===== config.mk =====
export PLATFORM = sky130hd
export DESIGN_NAME = blkg_top
export DESIGN_NICKNAME = d
export VERILOG_FILES = /design/src/rtl/blkg_pkg.sv /design/src/rtl/blkg_cfg_reg.sv /design/src/rtl/blkg_logic_core.sv /design/src/rtl/blkg_trip_mask.sv /design/src/rtl/blkg_top.sv
export SDC_FILE = /design/constraint.sdc
export NUM_CORES = 1
export LEC_CHECK = 0
export CAP_MARGIN = 20
export CORE_AREA = 2 2 39 41
export CTS_BUF_LIST = sky130_fd_sc_hd__clkbuf_2
export CTS_CLUSTER_SIZE = 14
export DETAILED_ROUTE_END_ITERATION = 10
export DIE_AREA = 0 0 41 43
export DONT_BUFFER_PORTS = 1
export GPL_TIMING_DRIVEN = 1
export PLACE_DENSITY = 0.41
export SYNTH_ARGS = -nofsm -noshare
export SYNTH_HDL_FRONTEND = slang
export SYNTH_SLANG_ARGS = --single-unit
export TNS_END_PERCENT = 10

===== constraint.sdc =====
create_clock -name clk -period 1.3 [get_ports clk]
set_input_delay 0.26 -clock clk [delete_from_list [all_inputs] [get_ports clk]]
set_output_delay 0.26 -clock clk [all_outputs]
set_load 0.01 [all_outputs]

===== src/rtl/blkg_pkg.sv =====
package blkg_pkg;

  typedef enum logic [2:0] {
    FN_DISABLE = 3'd0,
    FN_OR      = 3'd1,
    FN_AND     = 3'd2,
    FN_NOR     = 3'd3,
    FN_NAND    = 3'd4
  } gate_fn_e;

  localparam int FN_W  = 3;
  localparam int GRP_W = 2;

  // Evaluate the selected function from the two reductions of the inputs.
  function automatic logic eval_gate(input logic [FN_W-1:0] fn,
                                     input logic any_hi,
                                     input logic all_hi);
    logic r;
    case (fn)
      FN_OR:   r = any_hi;
      FN_AND:  r = all_hi;
      FN_NOR:  r = ~any_hi;
      FN_NAND: r = ~all_hi;
      default: r = 1'b0;
    endcase
    return r;
  endfunction

endpackage


===== src/rtl/blkg_cfg_reg.sv =====
module blkg_cfg_reg
  import blkg_pkg::*;
#(
  parameter logic [FN_W-1:0]  DEF_FUNC  = FN_OR,
  parameter logic [GRP_W-1:0] DEF_GROUP = '0
) (
  input  logic             clk,
  input  logic             rst_n,
  input  logic             wr,
  input  logic [FN_W-1:0]  func_d,
  input  logic [GRP_W-1:0] grp_d,
  output logic [FN_W-1:0]  func_q,
  output logic [GRP_W-1:0] grp_q
);

  always_ff @(posedge clk or negedge rst_n) begin
    if (!rst_n) begin
      func_q <= DEF_FUNC;
      grp_q  <= DEF_GROUP;
    end else if (wr) begin
      func_q <= func_d;
      grp_q  <= grp_d;
    end
  end

endmodule


===== src/rtl/blkg_logic_core.sv =====
module blkg_logic_core
  import blkg_pkg::*;
#(
  parameter int N_IN = 4
) (
  input  logic             clk,
  input  logic             rst_n,
  input  logic [FN_W-1:0]  func_q,
  input  logic [GRP_W-1:0] grp_q,
  input  logic [GRP_W-1:0] act_group,
  input  logic [N_IN-1:0]  gate_in,
  output logic             any_hi,
  output logic             all_hi,
  output logic             grp_hit,
  output logic             gate_q
);

  logic gate_d;

  assign any_hi  = |gate_in;
  assign all_hi  = &gate_in;
  assign grp_hit = (grp_q == act_group);
  assign gate_d  = grp_hit & eval_gate(func_q, any_hi, all_hi);

  always_ff @(posedge clk or negedge rst_n) begin
    if (!rst_n) gate_q <= 1'b0;
    else        gate_q <= gate_d;
  end

endmodule


===== src/rtl/blkg_trip_mask.sv =====
module blkg_trip_mask (
  input  logic block,
  input  logic raw_trip,
  input  logic raw_pickup,
  output logic trip_out,
  output logic pickup_out
);

  assign trip_out   = raw_trip & ~block;
  assign pickup_out = raw_pickup;

endmodule


===== src/rtl/blkg_top.sv =====
module blkg_top
  import blkg_pkg::*;
#(
  parameter int N_IN         = 4,
  parameter bit BLOCKING_USE = 1'b1
) (
  input  logic             clk,
  input  logic             rst_n,
  input  logic             cfg_wr,
  input  logic [2:0]       cfg_func,
  input  logic [1:0]       cfg_group,
  input  logic [1:0]       act_group,
  input  logic [N_IN-1:0]  gate_in,
  input  logic             raw_trip,
  input  logic             raw_pickup,
  output logic             gate_out,
  output logic             trip_out,
  output logic             pickup_out
);

  localparam logic [FN_W-1:0] DEF_FUNC = BLOCKING_USE ? FN_DISABLE : FN_OR;

  logic [FN_W-1:0]  func_q;
  logic [GRP_W-1:0] grp_q;
  logic             any_hi;
  logic             all_hi;
  logic             grp_hit;

  blkg_cfg_reg #(.DEF_FUNC(DEF_FUNC), .DEF_GROUP('0)) u_cfg (
    .clk(clk), .rst_n(rst_n), .wr(cfg_wr),
    .func_d(cfg_func), .grp_d(cfg_group),
    .func_q(func_q), .grp_q(grp_q)
  );

  blkg_logic_core #(.N_IN(N_IN)) u_core (
    .clk(clk), .rst_n(rst_n), .func_q(func_q), .grp_q(grp_q),
    .act_group(act_group), .gate_in(gate_in),
    .any_hi(any_hi), .all_hi(all_hi), .grp_hit(grp_hit), .gate_q(gate_out)
  );

  blkg_trip_mask u_mask (
    .block(gate_out), .raw_trip(raw_trip), .raw_pickup(raw_pickup),
    .trip_out(trip_out), .pickup_out(pickup_out)
  );

endmodule


==> results of run 1 <==
==> flip-flops by register name (all words and copies together) (netlist names) <==
name,count
u_core.gate_q,1
u_cfg.func_q,3
u_cfg.grp_q,2
==> kinds of logic after synthesis <==
kind of cell | share of synthesized area [%]
simple gates | 18.2
xor+xnor | 5.79
flops | 49.6
mux | 18.6
compound gates | 5.37
buf+inv | 2.48
==> cell type report <==
cell class | instances | share of cell area [%]
Multi-Input combinational cell | 18 | 42.6
Timing Repair Buffer | 1 | 2.94
Tap cell | 16 | 5.88
Sequential cell | 6 | 44.1
Clock buffer | 3 | 4.41
==> per-layer routing <==
layer	global-route usage [%]	share of wire [%]	vias up	wire (µm)
li1	-	-	98	-
met5	0	0	-	0
met4	2.00	0	0	0
met2	10.9	49	14	278
met3	7.85	13	0	75
met1	9.60	37	100	207
==> cell usage in the layout (no fill, tap or decap), drive strengths merged <==
| cell | netlist | layout |
|---|---|---|
| dfrtp | 6 | 6 |
| mux2 | 5 | 5 |
| clkbuf | 0 | 3 |
| xnor2 | 2 | 2 |
| nand4 | 1 | 1 |
| nand2b | 1 | 1 |
| nor4 | 1 | 1 |
| or3b | 1 | 1 |
| o32a | 1 | 1 |
| nand4b | 1 | 1 |
| nor2 | 1 | 1 |
| nand3 | 1 | 1 |
| nand2 | 1 | 1 |
| a31oi | 1 | 1 |
| nor2b | 1 | 1 |
| dlygate4sd3 | 0 | 1 |
==> power by group through the flow <==
stage                     registers (mW)  logic, mW  clock network, mW
after floorplan                    0.221     0.0423                  0
after global placement             0.224     0.0418                  0
after detailed placement           0.225     0.0436                  0
after CTS                          0.221     0.0494              0.134
after global routing               0.225     0.0553              0.149
final                              0.221     0.0483              0.127
==> stage by stage <==
stage | power, mW | cells | utilization (%) | area (µm²) | hold WS (ps)
after global routing | 0.429 | 44 | 24.6 | 340 | 162
after CTS | 0.405 | 44 | 24.6 | 340 | 165
after detailed placement | 0.268 | 40 | 22.8 | 315 | -35.4
after floorplan | 0.263 | 25 | - | 303 | -35.6
after global placement | 0.266 | 40 | 22.8 | 315 | -35.4
final | 0.396 | 44 | 24.6 | 340 | 175
==> repair_timing <==
action                    CTS  global route
buffers inserted            0             0
hold endpoints to repair    6             0
hold buffers                1             0
==> worst paths after layout <==
| path | startpoint | endpoint | slack [ps] | cells past startpoint |
|---|---|---|---|---|
| setup / recovery | u_cfg.func_q[2] | u_core.gate_q | 160 | 3 |
| max in group asynchronous | rst_n | u_cfg.func_q[2] | 740 | 1 |
| min in group asynchronous | rst_n | u_core.gate_q | 350 | 1 |
| setup reg to reg | u_cfg.func_q[2] | u_core.gate_q | 160 | 3 |
| hold reg to reg | u_cfg.grp_q[0] | u_cfg.grp_q[0] | 510 | 1 |
| hold / removal | cfg_group[1] | u_cfg.grp_q[1] | 180 | 1 |
==> impl_metrics.ini, run 1 <==
[run_status]
run_status = finished, final reports clean

[clock_tree]
cts_tree = built
cts.sinks = 6
cts_resized = 0
cts_buffers = 3
cts_root_buf = clkbuf_2
htreeDepth = 1
cts.reportedPaths.clkPinSlew_ps = 60
clockBufferDepth = 2
clk_latency_ps = 220

[worst_hold_path]
hold_path_class = input pin to flop

[pwr]
p_leak_nw = 0.130
irDropWorstVdd_uv = 407
power-per-cell-area_nw_per_um2 = 1160
p_sw_share_pct = 24.9
combPwrFrac_pct = 12.2
clock_power_share_pct = 32.0
p_seq_share_pct = 55.9
internal_power_uw = 298
switchingPower_uw = 98.5

[global_route]
grt_max_degree = 7
antenna_found_initial = 0
grt_pass1_vias = 231
gr-total-overflow = 0
grt_usage_pct = 8.31
grt_pass1_wl_um = 959

[critical_path]
arrival_ps = 1280
cp-end-kind = flop
crit_chain = or3b_1 -> o32a_1 -> a31oi_1
slowest_delay_ps = 400
crit_buf_inv = 0
path_max_fanout = 5
cp-start-kind = flop
crit_type = flop to flop
slowest_stage = dfrtp_1
crit_family = flip-flops
critical_path_required_ps = 1440

[finish]
drive_gt1_share_pct = 17.9
multi_input_area_um2 = 145
syn2layout_area_growth_pct = 12.4
regArea_um2 = 150
nNetsFinal = 46
nFillCells = 142
n_antenna_cell = 0

[routing]
ant_nets = 0
drc = 0
wl_um = 562
avgViaCountPerCell = 4.82
vias = 212
wl_per_cell_um = 12.8
firstDrtPassIters = 4
drt-initial-drc-count = 11

[timing]
tightest_slew_ps = 374
rsz0062_at_grt = no
finalClockSkew_ps = 2.34
worst_slack_ps = 162
slew_viol_final = 0
min_period_ps = 1140
post-route-period-util_pct = 87.6
setup_tns_ps = 0
setup_violations = 0
timing.fmax_mhz = 878
relSlewSlack_pct = 74.9
finalHoldViolations = 0

[place]
gp_congestion = 0.632
dp.final_hpwl_um = 475
port-buffer-count = 0
place_ws_ps = 168

[die]
num_rows = 14
die_w_um = 41
die_y_um = 43
core_um2 = 1380
boundaryPins = 19
start_util_pct = 21.9
dieArea_um2 = 1760

[synthesis]
yosys.area.top_type = dfrtp_1
synth_enable_flop_cells = 0
syn_inst = 25
synth_area_leaders = dfrtp_1 (50%), mux2_1 (11%), mux2_2 (7.4%), xnor2_1 (5.8%), o32a_1 (3.3%)
yosysTopAreaCellShare_pct = 49.6
async_flop_share_pct = 100
ys_seq_elements = 6
avgSynthCellArea_um2 = 12.1
synth_area_um2 = 303
yosysSeqAreaShare_pct = 49.6
ys_types = 16
syn_nets = 41
synthFlopType = dfrtp_1
synth_warnings = 0
synth_most_common_cell = dfrtp_1
netlist_top_cells_count = dfrtp_1 (6), mux2_1 (3), mux2_2 (2), xnor2_1 (2)

[flow_run]
drv_cap = 0
No activity file was read; power rests on OpenSTA's default activity.
==> run 2, diff against run 1 <==
--- a/config.mk
+++ b/config.mk
@@ -13,8 +13,9 @@
 export DIE_AREA = 0 0 41 43
 export DONT_BUFFER_PORTS = 1
 export GPL_TIMING_DRIVEN = 1
-export PLACE_DENSITY = 0.41
+export PLACE_DENSITY = 0.42
 export SYNTH_ARGS = -nofsm -noshare
 export SYNTH_HDL_FRONTEND = slang
+export SYNTH_HIERARCHICAL = 1
 export SYNTH_SLANG_ARGS = --single-unit
 export TNS_END_PERCENT = 10
==> constraint.sdc (replaced) <==
create_clock -name clk -period 1.2 [get_ports clk]
set_input_delay 0.24 -clock clk [delete_from_list [all_inputs] [get_ports clk]]
set_output_delay 0.24 -clock clk [all_outputs]
set_load 0.01 [all_outputs]
==> run 2 against run 1 <==
Against the previous run:
- setup slack got worse by 120 ps
- clock power grew 13%
- count of clock-buffer cells in the layout unchanged
- fmax shrank 1.4%
- power is 14% higher
- clock skew about the same
- critical endpoint is now u_core/gate_q
- largest cell class is now multi-input combinational cells
- largest power group unchanged
- highest routed layer is now met4
==> impl_metrics.ini, run 2 <==
[run_status]
run_status = finished, final reports clean

[routing]
avgViaCountPerCell = 4.74
drc = 0
wl_per_cell_um = 13.0
wl_um = 609
firstDrtPassIters = 1
ant_nets = 0
vias = 223
drt-initial-drc-count = 0

[timing]
setup_tns_ps = 0
slew_viol_final = 0
finalClockSkew_ps = 2.55
fin_hold_ws_ps = 162
relSlewSlack_pct = 81.8
finalHoldViolations = 0
tightest_slew_ps = 269
min_period_ps = 1150
setup_violations = 0
post-route-period-util_pct = 96.2
rsz0062_at_grt = yes
timing.fmax_mhz = 866

[critical_path]
path_max_fanout = 5
arrival_ps = 1260
slowest_stage = dfrtp_1
crit_family = flip-flops
crit_type = flop to flop
cp-start-kind = flop
crit_buf_inv = 0
cp-end-kind = flop
slowest_delay_ps = 400
crit_chain = nor2_1 -> and3_1 -> o41a_1
critical_path_required_ps = 1310

[global_route]
grt_pass1_vias = 218
grt_use_met2_pct = 11.6
grt_pass1_wl_um = 917
grt_max_degree = 7
gr-total-overflow = 0
met1_usage_pct = 8.28
grt_usage_pct = 8.81
antenna_found_initial = 0
busiest_layer = met4
use_met3_pct = 3.66

[finish]
largest_reg_flops = 3
layoutNonFillerInstCount = 47
final_cell_mix = dfrtp_1 (6), mux2_2 (5), clkbuf_2 (3), nor2_1 (3)
n_antenna_cell = 0
nNetsFinal = 49
finish.utilization_pct = 26.9
largest_registers = u_cfg/func_q x3, u_cfg/grp_q x2, u_core/gate_q x1
top_register = u_cfg/func_q
drive_gt1_share_pct = 41.9
syn2layout_area_growth_pct = 18.3
final_common_cell = dfrtp_1

[place]
port-buffer-count = 0
place_inst = 41
gp_congestion = 0.615

[synthesis]
avgSynthCellArea_um2 = 12.1
syn_inst = 26
syn_nets = 42
synth_warnings = 6
synth_area_um2 = 315

[clock_tree]
cts_tree = built
cts.sinks = 6
cts.reportedPaths.clkPinSlew_ps = 60
clockBufferDepth = 2
cts_root_buf = clkbuf_2
cts_buffers = 3
clk_latency_ps = 230
htreeDepth = 1
cts_resized = 0

[flow_run]
drv_cap = 0

[die]
die_w_um = 41
die_y_um = 43
boundaryPins = 19
num_rows = 14
core_um2 = 1380
start_util_pct = 22.8
dieArea_um2 = 1760

[pwr]
power-per-cell-area_nw_per_um2 = 1210
irDropWorstVdd_uv = 412
p_leak_nw = 0.158

[worst_hold_path]
hold_path_class = input pin to flop
==> run 2: area by class of cell <==
type | count | area [µm²]
Fill cell | 160 | 1010
Multi-Input combinational cell | 19 | 163
Sequential cell | 6 | 150
Timing Repair Buffer | 3 | 25.0
Tap cell | 16 | 20.0
Clock buffer | 3 | 15.0
==> run 2: path summary, 6_finish.rpt <==
kind | startpoint | endpoint | slack [ps] | depth (start not counted)
setup / recovery | u_cfg/func_q[1] | u_core/gate_q | 50 | 3
hold / removal | cfg_func[0] | u_cfg/func_q[0] | 160 | 1
setup reg to reg | u_cfg/func_q[1] | u_core/gate_q | 50 | 3
hold reg to reg | u_cfg/grp_q[1] | u_cfg/grp_q[1] | 520 | 1
max in group asynchronous | rst_n | u_cfg/func_q[1] | 670 | 1
min in group asynchronous | rst_n | u_cfg/grp_q[0] | 320 | 1
==> run 2: repair_timing <==
action | in CTS | in global routing
endpoints found under the hold margin | 6 | 0
endpoints found under the setup margin | 0 | 1
buffers inserted | 0 | 2
hold buffers | 1 | 0
==> run 2: metal layers <==
layer	vias up	part of all wire [%]
li1	104	-
met1	103	40
met2	11	46
met3	5	8.2
met4	0	5.4
met5	-	0
==> run 2: stage by stage <==
stage               setup WS, ps  instance area, µm²  total power [mW]
finish                      45.3                 373             0.452
global route               -24.9                 373             0.486
CTS                         37.9                 358             0.453
detailed placement          -180                 333             0.298
global placement            -171                 333             0.295
floorplan                   -155                 320             0.292
==> run 2: where the power goes <==
part           switching (mW)  total (mW)  internal [mW]
clock network          0.0756       0.143         0.0677
logic                  0.0210      0.0662         0.0452
registers              0.0203       0.242          0.222
==> run 3, diff against run 2 <==
--- a/config.mk
+++ b/config.mk
@@ -12,7 +12,7 @@
 export DETAILED_ROUTE_END_ITERATION = 10
 export DIE_AREA = 0 0 41 43
 export DONT_BUFFER_PORTS = 1
-export GPL_TIMING_DRIVEN = 1
+export GPL_TIMING_DRIVEN = 0
 export PLACE_DENSITY = 0.42
 export SYNTH_ARGS = -nofsm -noshare
 export SYNTH_HDL_FRONTEND = slang
==> constraint.sdc (replaced) <==
create_clock -name clk -period 1.2 [get_ports clk]
set_input_delay 0.06 -clock clk [delete_from_list [all_inputs] [get_ports clk]]
set_output_delay 0.06 -clock clk [all_outputs]
set_load 0.01 [all_outputs]
==> run 3 against run 2 <==
Against the previous run:
- count of clock-buffer cells in the layout unchanged
- critical endpoint unchanged
- critical path depth unchanged
- fmax fell by 0.47%
- wire length is 13% higher
- combinational power increased by 34%
==> impl_metrics.ini, run 3 (synthesis gave the netlist of run 2 again) <==
[global_route]
grt_max_degree = 7
gr-total-overflow = 0
grt_pass1_vias = 251
grt_usage_pct = 9.89
antenna_found_initial = 0
grt_pass1_wl_mm = 1.10

[die]
dieArea_um2 = 1760
num_rows = 14
start_util_pct = 22.8
boundaryPins = 19
core_um2 = 1380
die_y_um = 43
die_w_um = 41

[critical_path]
critical_path_required_ps = 1300
cp-end-kind = flop
r2r-start = u_cfg/func_q[1]
arrival_ps = 1260
reg2regPathDepth = 3
crit_type = flop to flop
path_max_fanout = 5
cp-start-kind = flop
critPathLaunch = u_cfg/func_q[1]

[clock_tree]
cts_root_buf = clkbuf_2
cts_buffers = 3
cts.reportedPaths.clkPinSlew_ps = 60
clockBufferDepth = 2
clk_latency_ps = 220
cts_tree = built
cts.sinks = 6
cts_resized = 0
htreeDepth = 1

[pwr]
p_leak_nw = 0.188
power-per-cell-area_nw_per_um2 = 1070
power_uw = 471
irDropWorstVdd_uv = 425

[timing]
min_period_ps = 1160
rsz0062_at_grt = no
finalHoldViolations = 0
fin_hold_ws_ps = 136
finalClockSkew_ps = 1.19
relSlewSlack_pct = 80.8
timing.fmax_mhz = 862
setup_tns_ps = 0
setup_violations = 0
tightest_slew_ps = 288
slew_viol_final = 0
post-route-period-util_pct = 96.7

[worst_hold_path]
hp-start = act_group[0]
hold_depth = 3
hold_path_class = input pin to flop

[routing]
ant_nets = 0
maxUsedRoutingLayer = met4
firstDrtPassIters = 3
wl_per_cell_um = 12.8
wl_met3_um = 58
drt-initial-drc-count = 4
wl_met1_um = 252
drc = 0
wl_met2_um = 371
vias = 249
wl_um = 691
avgViaCountPerCell = 4.61

[finish]
syn2layout_area_growth_pct = 39.7
n_antenna_cell = 0
final_cell_mix = dlygate4sd3_1 (7), dfrtp_1 (6), mux2_2 (5)
largest_registers = u_cfg/func_q x3, u_cfg/grp_q x2, u_core/gate_q x1
nNetsFinal = 56
top_register = u_cfg/func_q
final_common_cell = dlygate4sd3_1
drive_gt1_share_pct = 36.8
nFillCells = 151
largest_reg_flops = 3

[flow_run]
drv_cap = 0

[place]
port-buffer-count = 0
gp_congestion = 0.643

[run_status]
run_status = finished, final reports clean
-- run 3: cell types whose count changed in the layout (fill, tap and decap cells not counted) --
cell           previous run  this run
buf_4                     2         3
dlygate4sd3_1             1         7
-- run 3: report_power, final --
group | total [mW] | internal [mW] | switching [mW] | leakage [nW]
sequential | 0.242 | 0.222 | 0.0206 | 0.0722
combinational | 0.0889 | 0.0601 | 0.0288 | 0.104
clock | 0.140 | 0.0678 | 0.0720 | 0.0125
total | 0.471 | 0.350 | 0.121 | 0.188
-- run 3: final timing paths --
kind                                   endpoint  slack [ps]
worst max-delay path              u_core/gate_q          40
worst max register to register    u_core/gate_q          40
worst min register to register   u_cfg/grp_q[0]         530
worst min-delay path              u_core/gate_q         140
min in group asynchronous       u_cfg/func_q[2]         150
max in group asynchronous         u_core/gate_q         830
-- run 3: routing by layer --
layer	GRT usage, %	vias to the layer above
met4	10.0	0
met5	0	-
li1	-	120
met1	10.1	119
met3	3.14	2
met2	14.4	8
-- run 3: final cells by class --
class	instances	area [µm²]	share of cell area (%)
buffer	1	7.51	1.70
sequential	6	150	34.1
timing repair buffer	9	85.1	19.3
multi-input combinational	19	163	36.9
tap	16	20.0	4.55
clock buffer	3	15.0	3.41
-- run 3: worst max-delay path, cell delays in order (launching register included) --
cell and delay [ps]:
dfrtp_1 410, nor2_1 60, and3_1 170, o41a_1 400
-- run 3: repair_timing --
action / in CTS / in global routing
setup buffers: 0 / 2
endpoints found under the hold margin: 11 / 0
hold buffers: 7 / 0
endpoints found under the setup margin: 0 / 1
-- run 3: through the flow --
stage | instance area [µm²] | utilization (%) | setup WS [ps] | instances
finish | 440 | 31.8 | 39.8 | 54
global route | 440 | 31.8 | 8.26 | 54
detailed placement | 340 | 24.6 | -1.54 | 42
global placement | 340 | 24.6 | -7.27 | 42
CTS | 425 | 30.7 | 24.6 | 52
floorplan | 320 | - | 25.3 | 26
